$ cat src/rtl/intc_pkg.sv
package intc_pkg;

    typedef enum logic [1:0] {
        SEL_EN   = 2'd0,
        SEL_FLG  = 2'd1,
        SEL_GATE = 2'd2,
        SEL_NONE = 2'd3
    } reg_kind_e;

    typedef struct packed {
        reg_kind_e  kind;
        logic [7:0] idx;
    } reg_sel_t;

    // Map: enable halves first, then flag halves, then the gate register.
    function automatic reg_sel_t decode_addr(input logic [7:0] addr, input int halves);
        reg_sel_t s;
        int a;
        a = int'(addr);
        s.kind = SEL_NONE;
        s.idx  = 8'd0;
        if (a < halves) begin
            s.kind = SEL_EN;
            s.idx  = 8'(a);
        end else if (a < 2 * halves) begin
            s.kind = SEL_FLG;
            s.idx  = 8'(a - halves);
        end else if (a == 2 * halves) begin
            s.kind = SEL_GATE;
        end
        return s;
    endfunction

    function automatic logic [7:0] gate_addr(input int halves);
        return 8'(2 * halves);
    endfunction

endpackage

$ cat src/rtl/intc_half_bank.sv
module intc_half_bank #(
    parameter int HALF_W = 16
) (
    input  logic              clk,
    input  logic              rst,
    input  logic              en_we,
    input  logic              flg_we,
    input  logic [HALF_W-1:0] wdata,
    input  logic [HALF_W-1:0] src,
    output logic [HALF_W-1:0] en_q,
    output logic [HALF_W-1:0] flg_q
);
    logic [HALF_W-1:0] clr_mask;

    always_comb begin
        clr_mask = flg_we ? wdata : '0;
    end

    always_ff @(posedge clk) begin
        if (rst) begin
            en_q <= '0;
        end else if (en_we) begin
            en_q <= wdata;
        end
    end

    // A pulse arriving together with a clear of the same bit keeps the bit set.
    always_ff @(posedge clk) begin
        if (rst) begin
            flg_q <= '0;
        end else begin
            flg_q <= (flg_q & ~clr_mask) | src;
        end
    end
endmodule

$ cat src/rtl/intc_gate_reg.sv
module intc_gate_reg (
    input  logic clk,
    input  logic rst,
    input  logic we,
    input  logic wbit,
    output logic gate_q
);
    always_ff @(posedge clk) begin
        if (rst) begin
            gate_q <= 1'b0;
        end else if (we) begin
            gate_q <= wbit;
        end
    end
endmodule

$ cat src/rtl/intc_event_gen.sv
module intc_event_gen #(
    parameter int SRC_W = 32
) (
    input  logic             clk,
    input  logic             rst,
    input  logic [SRC_W-1:0] en,
    input  logic [SRC_W-1:0] flg,
    input  logic [SRC_W-1:0] src,
    input  logic             gate,
    output logic             irq,
    output logic             wake
);
    logic any_pending;
    logic wake_d;

    always_comb begin
        any_pending = |(en & flg);
        irq         = gate & any_pending;
        wake_d      = |(en & src);
    end

    always_ff @(posedge clk) begin
        if (rst) begin
            wake <= 1'b0;
        end else begin
            wake <= wake_d;
        end
    end
endmodule

$ cat src/rtl/intc_top.sv
module intc_top #(
    parameter int HALF_W     = 16,
    parameter int NUM_HALVES = 2,
    parameter int ADDR_W     = 3
) (
    input  logic                         clk,
    input  logic                         rst,
    input  logic                         bus_wr,
    input  logic [ADDR_W-1:0]            bus_addr,
    input  logic [HALF_W-1:0]            bus_wdata,
    output logic [HALF_W-1:0]            bus_rdata,
    input  logic [HALF_W*NUM_HALVES-1:0] src_pulse,
    output logic                         irq_o,
    output logic                         wake_o
);
    import intc_pkg::*;

    localparam int SRC_W = HALF_W * NUM_HALVES;
    localparam int IDX_W = (NUM_HALVES > 1) ? $clog2(NUM_HALVES) : 1;

    reg_sel_t          sel;
    logic [HALF_W-1:0] en_half  [NUM_HALVES];
    logic [HALF_W-1:0] flg_half [NUM_HALVES];
    logic [SRC_W-1:0]  en_all;
    logic [SRC_W-1:0]  flg_all;
    logic              gate_q;
    logic              gate_we;

    always_comb begin
        sel     = decode_addr(8'(bus_addr), NUM_HALVES);
        gate_we = bus_wr && (sel.kind == SEL_GATE);
    end

    for (genvar h = 0; h < NUM_HALVES; h++) begin : g_half
        logic en_we_h;
        logic flg_we_h;

        always_comb begin
            en_we_h  = bus_wr && (sel.kind == SEL_EN)  && (sel.idx == 8'(h));
            flg_we_h = bus_wr && (sel.kind == SEL_FLG) && (sel.idx == 8'(h));
        end

        intc_half_bank #(.HALF_W(HALF_W)) u_bank (
            .clk    (clk),
            .rst    (rst),
            .en_we  (en_we_h),
            .flg_we (flg_we_h),
            .wdata  (bus_wdata),
            .src    (src_pulse[h*HALF_W +: HALF_W]),
            .en_q   (en_half[h]),
            .flg_q  (flg_half[h])
        );

        assign en_all[h*HALF_W +: HALF_W]  = en_half[h];
        assign flg_all[h*HALF_W +: HALF_W] = flg_half[h];
    end

    intc_gate_reg u_gate (
        .clk    (clk),
        .rst    (rst),
        .we     (gate_we),
        .wbit   (bus_wdata[0]),
        .gate_q (gate_q)
    );

    intc_event_gen #(.SRC_W(SRC_W)) u_evt (
        .clk  (clk),
        .rst  (rst),
        .en   (en_all),
        .flg  (flg_all),
        .src  (src_pulse),
        .gate (gate_q),
        .irq  (irq_o),
        .wake (wake_o)
    );

    always_comb begin
        bus_rdata = '0;
        case (sel.kind)
            SEL_EN:   bus_rdata = en_half[sel.idx[IDX_W-1:0]];
            SEL_FLG:  bus_rdata = flg_half[sel.idx[IDX_W-1:0]];
            SEL_GATE: bus_rdata = {{(HALF_W-1){1'b0}}, gate_q};
            default:  bus_rdata = '0;
        endcase
    end
endmodule

$ cat config.mk
export PLATFORM = sky130hd
export DESIGN_NAME = intc_top
export DESIGN_NICKNAME = d
export VERILOG_FILES = /design/src/rtl/intc_pkg.sv /design/src/rtl/intc_half_bank.sv /design/src/rtl/intc_gate_reg.sv /design/src/rtl/intc_event_gen.sv /design/src/rtl/intc_top.sv
export SDC_FILE = /design/constraint.sdc
export NUM_CORES = 1
export LEC_CHECK = 0
export BUFFER_PORTS_ARGS = -buffer_cell sky130_fd_sc_hd__buf_2
export CORE_MARGIN = 1
export CORE_UTILIZATION = 54
export CTS_CLUSTER_DIAMETER = 40
export DETAILED_ROUTE_END_ITERATION = 10
export HOLD_SLACK_MARGIN = 0.05
export MAX_ROUTING_LAYER = met4
export PLACE_DENSITY = 0.8
export SLEW_MARGIN = 20
export SYNTH_ARGS = -nofsm -noshare
export SYNTH_HDL_FRONTEND = slang
export SYNTH_SLANG_ARGS = --single-unit
$ cat constraint.sdc
create_clock -name clk -period 1.87 [get_ports clk]
set_clock_uncertainty 0.05 [all_clocks]
set_input_delay 0.2805 -clock clk [delete_from_list [all_inputs] [get_ports clk]]
set_output_delay 0.2805 -clock clk [all_outputs]
set_load 0.01 [all_outputs]
==> run_results.csv, run 1 <==
group,metric,value,unit
floorplanning,initial_utilization,57.5,%
yosys,yosysMostFrequentCell,"dfxtp_1",
placement,placed_cell_area,3770,µm²
worst_setup_path,r2r-end,"u_evt.wake",
cells_and_area,nets,524,
floorplanning,num_rows,27,
worst_setup_path,r2r-start,"g_half[1].u_bank.en_q[5]",
global_route,grt.total_usage,34.2,%
global_route,antenna_found_initial,0,
placement,gp_congestion,0.948,
timing,fin_crit_sh,105,%
yosys,synth_area_per_cell,8.42,µm²
worst_setup_path,required,1.54,ns
clocking,root_buffer,"clkbuf_8",
min_path,worstHoldEndpoint,"g_half[1].u_bank.flg_q[7]",
yosys,synth_fa_ha_area_share,0,%
placement,dpl.hpwl,7240,µm
yosys,synth_compound_area_share,22.9,%
min_path,hold_start,"src_pulse[23]",
worst_setup_path,r2r_slack,0.26,ns
yosys,synth_commonest_cells,"66 x dfxtp_1, 64 x a21oi_1, 64 x nand2_1, 49 x inv_1",
yosys,yosys.area_share.simple,15.8,%
floorplanning,dieHeight,79.5,µm
min_path,min_path_cells,3,
clocking,cts_buffers,9,
yosys,syn_nets,439,
global_route,grt_pass1_vias,3130,
timing,setup_violations,1,
clocking,insertion_delay,0.35,ns
timing,clock.fmax,508,MHz
cells_and_area,antenna_cells,0,
timing,drv_slew,0,
yosys,synth_top_area_share,40.7,%
timing,rsz0062_at_grt,"yes",
floorplanning,ios,72,
power,vdd_drop_max,0.468,mV
yosys,synthMuxAreaShare,11.3,%
clocking,clkTransAtPathRegs,0.07,ns
placement,port_buffers,71,
outcome,violations,"setup timing",
worst_setup_path,start_kind,"flip-flop",
cells_and_area,final_cell_area,4080,µm²
yosys,synth_top_cell_by_area,"dfxtp_1",
timing,fin_tns_setup,-0.100,ns
worst_setup_path,crit_arrival,1.64,ns
yosys,synth_top_family_by_area,"compound AO/OA/AOI/OAI gates",
power,finalPower,3.13,mW
route,drt_iter0_drc,295,
worst_setup_path,cp_max_fo,2,
cells_and_area,drive_above_1_share,31.6,%
yosys,synthFlopType,"dfxtp_1",
cells_and_area,fill_cells,416,
timing,period_needed,1.97,ns
run,cap_violations,0,
power,power_density,766,nW/µm²
route,num_vias,3333,
route,drcViolationCount,0,
timing,hold_viol,0,
yosys,ys_ff_latch,66,
route,ant_nets,0,
global_route,grt_first_pass_wirelength,15400,µm
global_route,grt_overflow_total,0,
yosys,synth-edff-count,0,
timing,fin_hold_ws,0.126,ns
route,drt-pass1-iter-count,5,
yosys,synth_area_leaders,"dfxtp_1 41%, mux4_2 10%, a21oi_1 9.9%",
timing,tightest_slew,0.371,ns
yosys,syn_area,3240,µm²
route,wirelength,10200,µm
yosys,syn_inst,385,
outcome,status,"finished with violations",
global_route,grt_max_degree,40,
worst_setup_path,crit_type,"flip-flop to output port",
floorplanning,die_x,79.5,µm
clocking,clkSinkCount,66,
floorplanning,core_area,5640,µm²
route,wl_per_cell,18.6,µm
yosys,yosys_warnings,0,
timing,max_slew_margin,75.2,%
yosys,seq_area_frac_synth,40.7,%
min_path,hold_class,"input pin to flip-flop",
yosys,synth_async_sr_flop_share,0,%
cells_and_area,syn2layout_area_growth,25.9,%
clocking,clock_path_buffers,2,
worst_setup_path,worstSetupStartpoint,"g_half[1].u_bank.en_q[5]",
worst_setup_path,crit_path_end_kind,"output port",
power,power_leakage,1.76,nW
yosys,synth_xor_area_share,0,%
yosys,ys_types,26,
route,vias_per_cell,6.10,
clocking,htreeDepth,3,
worst_setup_path,rr_worst_depth,5,
clocking,cts_tree,"yes",
timing,setup_ws,-0.100,ns
floorplanning,die-area,6320,µm²
[cells in the final DEF (no fill, tap or decap), types with 2 or more instances in the layout]
cell       count
a21oi_1       64
a22oi_1       22
a22oi_2       10
and4bb_2       2
buf_12         2
buf_2         68
buf_4         19
buf_6          6
clkbuf_1       2
clkbuf_4       2
clkbuf_8      10
clkinv_2       2
dfxtp_1       56
dfxtp_2        9
inv_1         49
mux2i_1        3
mux4_2        15
nand2_1       64
nand4_1        8
nand4bb_1      2
nor2b_1       14
o21ai_0       32
o41a_1         2
[final cells by class]
cell class / instances / area [µm²] / area share [%]
Clock buffer: 12 / 145 / 3.56
Clock inverter: 3 / 40.0 / 0.981
Inverter: 49 / 184 / 4.51
Multi-Input combinational cell: 247 / 1680 / 41.2
Sequential cell: 66 / 1340 / 32.7
Tap cell: 72 / 90.1 / 2.21
Timing Repair Buffer: 97 / 606 / 14.8
[worst max-delay path: stages, from the launching register on]
cell	delay [ns]
dfxtp_4	0.35
a22oi_2	0.20
nand4_1	0.12
o41a_1	0.47
buf_2	0.16
[cells by family (layout without fill, tap and decap cells)]
family	count (synthesis)	count (layout)
compound gates	130	130
buf+inv	72	161
flops	66	66
mux	18	18
simple gates	99	99
[power breakdown]
part | internal, mW | switching (mW) | total [mW] | leakage (nW)
Clock | 0.641 | 0.528 | 1.17 | 0.0962
Combinational | 0.197 | 0.223 | 0.419 | 1.12
Sequential | 1.47 | 0.0664 | 1.54 | 0.549
[metal layers]
metal | GRT usage (%) | share of wire, %
met5 | - | 0
met4 | 19.5 | 3.3
met3 | 6.06 | 10
met2 | 53.1 | 48
met1 | 41.9 | 39
[state kept, by name (all words and copies together), names as in the netlist]
register,cells
g_half.u_bank.en_q,32
g_half.u_bank.flg_q,32
u_evt.wake,1
u_gate.gate_q,1
[worst max-delay path by stage]
stage	end	cells past startpoint
CTS	irq_o	4
global route	irq_o	4
floorplan	bus_rdata[1]	4
global placement	bus_rdata[12]	4
detailed placement	bus_rdata[12]	4
finish	irq_o	4
[what timing repair did]
item                       in CTS  in global routing
setup buffers                   1                  2
pin swaps                       6                  0
gates cloned                    0                  0
resized for setup              19                 11
hold buffers                    0                  0
setup endpoints to repair       4                 15
[stage by stage]
stage	util, %	cells	setup WS [ns]
after floorplan	-	385	0.233
after global placement	66.9	528	0.0299
after detailed placement	66.9	528	0.0196
after CTS	71.3	544	-0.0853
after global routing	72.4	546	-0.126
final	72.4	546	-0.100
Power figures use the tool's default switching activity.
==> run 2: changes to the inputs <==
--- a/config.mk
+++ b/config.mk
@@ -13,6 +13,7 @@
 export HOLD_SLACK_MARGIN = 0.05
 export MAX_ROUTING_LAYER = met4
 export PLACE_DENSITY = 0.8
+export SETUP_SLACK_MARGIN = 0.4
 export SLEW_MARGIN = 20
 export SYNTH_ARGS = -nofsm -noshare
 export SYNTH_HDL_FRONTEND = slang
==> run 2 against run 1 <==
Cell count did not move. Routed wire length rose by 0.13%. Highest routed layer unchanged. Fmax rose by 0.83%. Final area rose by 3.3%. Largest power group unchanged. The run still ends with setup timing left. Sequential cell count did not move. Hold slack got worse by 0.0017 ns. Critical path depth did not move. Die area did not move. Sequential power barely moved. Critical endpoint unchanged.
==> run_results.csv, run 2 (same netlist as run 1, synthesis figures left out) <==
group,metric,value,unit
cells_and_area,final_cell_mix,"64 x nand2_1, 64 x a21oi_1, 59 x buf_2, 49 x inv_1, 37 x dfxtp_2",
route,num_vias,3315,
floorplanning,core_area,5640,µm²
worst_setup_path,crit_arrival,1.62,ns
power,finalPower,3.03,mW
floorplanning,dieHeight,79.5,µm
clocking,clkSinkCount,66,
global_route,grt_overflow_total,0,
global_route,antenna_found_initial,0,
worst_setup_path,required,1.54,ns
power,vdd_drop_max,0.467,mV
outcome,status,"finished with violations",
clocking,cts_tree,"yes",
global_route,grt.total_usage,35.8,%
timing,setup_violations,1,
global_route,grt_max_degree,32,
timing,fin_tns_setup,-0.0841,ns
worst_setup_path,crit_path_end_kind,"output port",
outcome,violations,"setup timing",
timing,max_slew_margin,78.4,%
placement,placed_cell_area,3810,µm²
min_path,hold_class,"input pin to flip-flop",
power,power_leakage,1.78,nW
run,cap_violations,0,
clocking,insertion_delay,0.35,ns
clocking,clock_path_buffers,2,
floorplanning,die-area,6320,µm²
cells_and_area,syn2layout_area_growth,30.1,%
timing,rsz0062_at_grt,"yes",
placement,port_buffers,71,
timing,fin_crit_sh,104,%
worst_setup_path,crit_type,"flip-flop to output port",
route,wirelength,10200,µm
timing,drv_slew,0,
floorplanning,die_x,79.5,µm
timing,clock.fmax,512,MHz
clocking,htreeDepth,3,
timing,period_needed,1.95,ns
route,vias_per_cell,6.07,
timing,tightest_slew,0.325,ns
route,wl_per_cell,18.7,µm
route,ant_nets,0,
clocking,cts_buffers,9,
floorplanning,initial_utilization,57.5,%
clocking,root_buffer,"clkbuf_8",
global_route,grt_first_pass_wirelength,16300,µm
timing,hold_viol,0,
timing,fin_hold_ws,0.124,ns
clocking,clkTransAtPathRegs,0.07,ns
route,drt_iter0_drc,299,
worst_setup_path,cp_max_fo,3,
cells_and_area,nets,523,
placement,place_ws,0.0679,ns
cells_and_area,drive_above_1_share,40.9,%
worst_setup_path,start_kind,"flip-flop",
floorplanning,ios,72,
timing,setup_ws,-0.0841,ns
cells_and_area,final_cell_area,4220,µm²
route,drcViolationCount,0,
cells_and_area,reg_top3,"g_half.u_bank.en_q (32), g_half.u_bank.flg_q (32)",
placement,gp_congestion,0.932,
route,drt-pass1-iter-count,5,
floorplanning,num_rows,27,
power,power_density,718,nW/µm²
placement,dpl.hpwl,7170,µm
global_route,grt_pass1_vias,3178,
clocking,hold_buffers,0,
cells_and_area,antenna_cells,0,
-- run 2: final timing paths --
check                             startpoint                          to  slack, ns  cells after the start
hold reg to reg     g_half[0].u_bank.en_q[7]    g_half[0].u_bank.en_q[7]       0.43                      2
hold / removal                 src_pulse[14]  g_half[0].u_bank.flg_q[14]       0.12                      3
setup / recovery  g_half[0].u_bank.flg_q[13]                       irq_o      -0.08                      4
setup reg to reg    g_half[1].u_bank.en_q[3]                  u_evt.wake       0.43                      5
-- run 2: per-stage QoR --
step | util, % | instances
finish | 74.8 | 546
global route | 74.8 | 546
CTS | 73.3 | 544
detailed placement | 67.6 | 526
global placement | 67.6 | 526
floorplan | - | 385
-- run 2: layout make-up --
| type | instances | area, µm² |
|---|---|---|
| clock buffers | 13 | 149 |
| clock inverters | 3 | 15.0 |
| fillers | 412 | 1420 |
| inverters | 49 | 184 |
| multi-input cells | 247 | 1740 |
| flip-flops and latches | 66 | 1410 |
| well taps | 72 | 90.1 |
| repair buffers | 96 | 631 |
-- run 2: metal layers --
metal	global-route usage [%]	wire, µm
met3	8.69	1090
met5	-	0
met1	45.6	3970
met4	14.2	223
met2	54.8	4900
-- run 2: where the power goes --
part	switching (mW)	internal (mW)
Combinational	0.231	0.216
Clock	0.534	0.512
Sequential	0.0633	1.47
-- run 2: repair_timing --
action,in CTS,in global routing
buffers inserted,2,2
pin swaps,6,2
gates resized for setup,61,21
endpoints found under the setup margin,17,18
gates cloned,0,0
hold endpoints to repair,0,0
-- run 2: worst max-delay path, stage by stage, from the launching register on --
cell	delay [ns]
dfxtp_2	0.33
a22oi_2	0.24
nand4_1	0.11
o41a_1	0.45
buf_2	0.15
==> run 3: changes to the inputs <==
--- a/config.mk
+++ b/config.mk
@@ -6,13 +6,16 @@
 export NUM_CORES = 1
 export LEC_CHECK = 0
 export BUFFER_PORTS_ARGS = -buffer_cell sky130_fd_sc_hd__buf_2
+export CELL_PAD_IN_SITES_DETAIL_PLACEMENT = 1
+export CELL_PAD_IN_SITES_GLOBAL_PLACEMENT = 2
 export CORE_MARGIN = 1
-export CORE_UTILIZATION = 54
+export CORE_UTILIZATION = 31
 export CTS_CLUSTER_DIAMETER = 40
 export DETAILED_ROUTE_END_ITERATION = 10
 export HOLD_SLACK_MARGIN = 0.05
 export MAX_ROUTING_LAYER = met4
-export PLACE_DENSITY = 0.8
+export PLACE_DENSITY_LB_ADDON = 0.1
+export RECOVER_POWER = 50
 export SETUP_SLACK_MARGIN = 0.4
 export SLEW_MARGIN = 20
 export SYNTH_ARGS = -nofsm -noshare
==> run 3 against run 2 <==
The flow still finishes with violations (setup timing). Fmax is 0.43% higher. Clock-buffer cell count is 2 lower. Routed wire length is 22% higher. Non-clock buffer count is 20 higher. Sequential share of layout area is 2.4 points lower. Clock power hardly changed. Hold slack better by 0.0034 ns. Final area is 5.6% higher. Die area is 72% higher. Critical path depth is 1 higher. First-iteration DRC count is 54% lower. Critical path type is now input pin to output port. Highest routed layer unchanged.
==> run_results.csv, run 3 (same netlist as run 1, synthesis figures left out) <==
group,metric,value,unit
power,power_density,689,nW/µm²
placement,dpl.hpwl,9420,µm
route,num_vias,3285,
cells_and_area,syn2layout_area_growth,37.3,%
worst_setup_path,path_common_cell,"clkbuf_2",
clocking,cts_buffers,9,
global_route,grt_overflow_total,0,
timing,rsz0062_at_grt,"yes",
timing,fin_crit_sh,104,%
clocking,clkTransAtPathRegs,0.08,ns
cells_and_area,layout.cells.non_filler,625,
power,power_leakage,1.87,nW
worst_setup_path,required,1.54,ns
cells_and_area,fin_util,44.7,%
worst_setup_path,crit_path_end_kind,"output port",
power,vdd_drop_max,0.329,mV
floorplanning,dieHeight,104,µm
timing,max_slew_margin,59.0,%
clocking,cts_tree,"yes",
floorplanning,die-area,10900,µm²
global_route,grt_first_pass_wirelength,19200,µm
clocking,htreeDepth,3,
timing,setup_violations,2,
outcome,violations,"setup timing",
route,wl_per_cell,19.9,µm
timing,period_needed,1.95,ns
route,drt-pass1-iter-count,4,
route,vias_per_cell,5.26,
timing,tightest_slew,0.615,ns
global_route,antenna_found_initial,0,
worst_setup_path,cpMaxStageDelayCell,"or3_1",
worst_setup_path,max_stage_delay,0.41,ns
clocking,root_buffer,"clkbuf_8",
worst_setup_path,start_kind,"input pin",
cells_and_area,reg_top3,"g_half.u_bank.en_q (32), g_half.u_bank.flg_q (32)",
route,ant_nets,0,
timing,clock.fmax,514,MHz
placement,gp_congestion,0.833,
worst_setup_path,crit_arrival,1.62,ns
timing,drv_slew,0,
worst_setup_path,cp_max_fo,12,
route,drcViolationCount,0,
global_route,grt_max_degree,42,
floorplanning,core_area,9950,µm²
floorplanning,initial_utilization,32.6,%
cells_and_area,drive_above_1_share,41.7,%
clocking,clock_path_buffers,2,
run,cap_violations,0,
timing,setup_ws,-0.0757,ns
floorplanning,ios,72,
clocking,clkSinkCount,66,
route,drt_iter0_drc,137,
timing,fin_hold_ws,0.128,ns
cells_and_area,final_cell_mix,"64 x nand2_1, 64 x a21oi_1, 58 x buf_2, 49 x inv_1, 32 x o21ai_0",
worst_setup_path,path_cells,"clkbuf_2 -> clkbuf_2 -> nor3_1 -> or3_1 -> buf_2",
outcome,status,"finished with violations",
global_route,grt.total_usage,24.1,%
floorplanning,num_rows,36,
cells_and_area,nets,543,
cells_and_area,antenna_cells,0,
global_route,grt_pass1_vias,3402,
timing,fin_tns_setup,-0.147,ns
worst_setup_path,crit_type,"input pin to output port",
placement,dp_cells,601,
clocking,insertion_delay,0.34,ns
min_path,hold_class,"input pin to flip-flop",
timing,hold_viol,0,
floorplanning,die_x,104,µm
power,finalPower,3.07,mW
placement,port_buffers,71,
route,wirelength,12400,µm
run 3: changes by cell type in the layout (fill, tap and decap cells not counted), sizes merged:
cell      before  now
buf           96  106
clkbuf        13   21
clkinv         3    2
clkinvlp       0    1
run 3: worst paths after layout:
kind	cells past startpoint	end	start	slack [ns]
worst min register to register	2	g_half[1].u_bank.en_q[14]	g_half[1].u_bank.en_q[14]	0.43
worst max-delay path	5	bus_rdata[0]	bus_addr[1]	-0.08
worst min-delay path	3	g_half[1].u_bank.flg_q[15]	src_pulse[31]	0.13
worst max register to register	5	u_evt.wake	g_half[1].u_bank.en_q[2]	0.33
run 3: metrics by stage:
stage / worst slack (ns) / instance area, µm²
after floorplan: 0.404 / 3340
after global placement: 0.0643 / 3990
after detailed placement: 0.0129 / 3990
after CTS: -0.109 / 4400
after global routing: -0.146 / 4450
final: -0.0757 / 4450
run 3: critical path: cells and delay by family:
family / cells / cell delay (ns)
simple gates: 2 / 0.48
buf+inv: 3 / 0.85
run 3: layout make-up:
class,instances,area [µm²]
Inverter,49,184
Fill cell,1233,5500
Clock buffer,11,141
Clock inverter,3,17.5
Multi-Input combinational cell,247,1780
Sequential cell,66,1380
Timing Repair Buffer,116,786
Tap cell,133,166
run 3: power breakdown:
group	internal (mW)	switching (mW)	total (mW)
logic	0.230	0.249	0.479
clock network	0.499	0.549	1.05
registers	1.47	0.0670	1.54
total	2.20	0.866	3.07
run 3: metal layers:
metal | wire (µm) | global-route usage [%] | share of wire [%]
met2 | 6000 | 39.9 | 48
met4 | 171 | 5.51 | 1.4
met5 | 0 | - | 0
met1 | 5750 | 30.6 | 46
met3 | 507 | 4.14 | 4.1
run 3: timing repair:
action	in CTS	in global routing
gates cloned	0	0
setup buffers	9	1
setup endpoints to repair	22	21
pin swaps	6	7
hold buffers	0	0
gates resized for setup	63	17
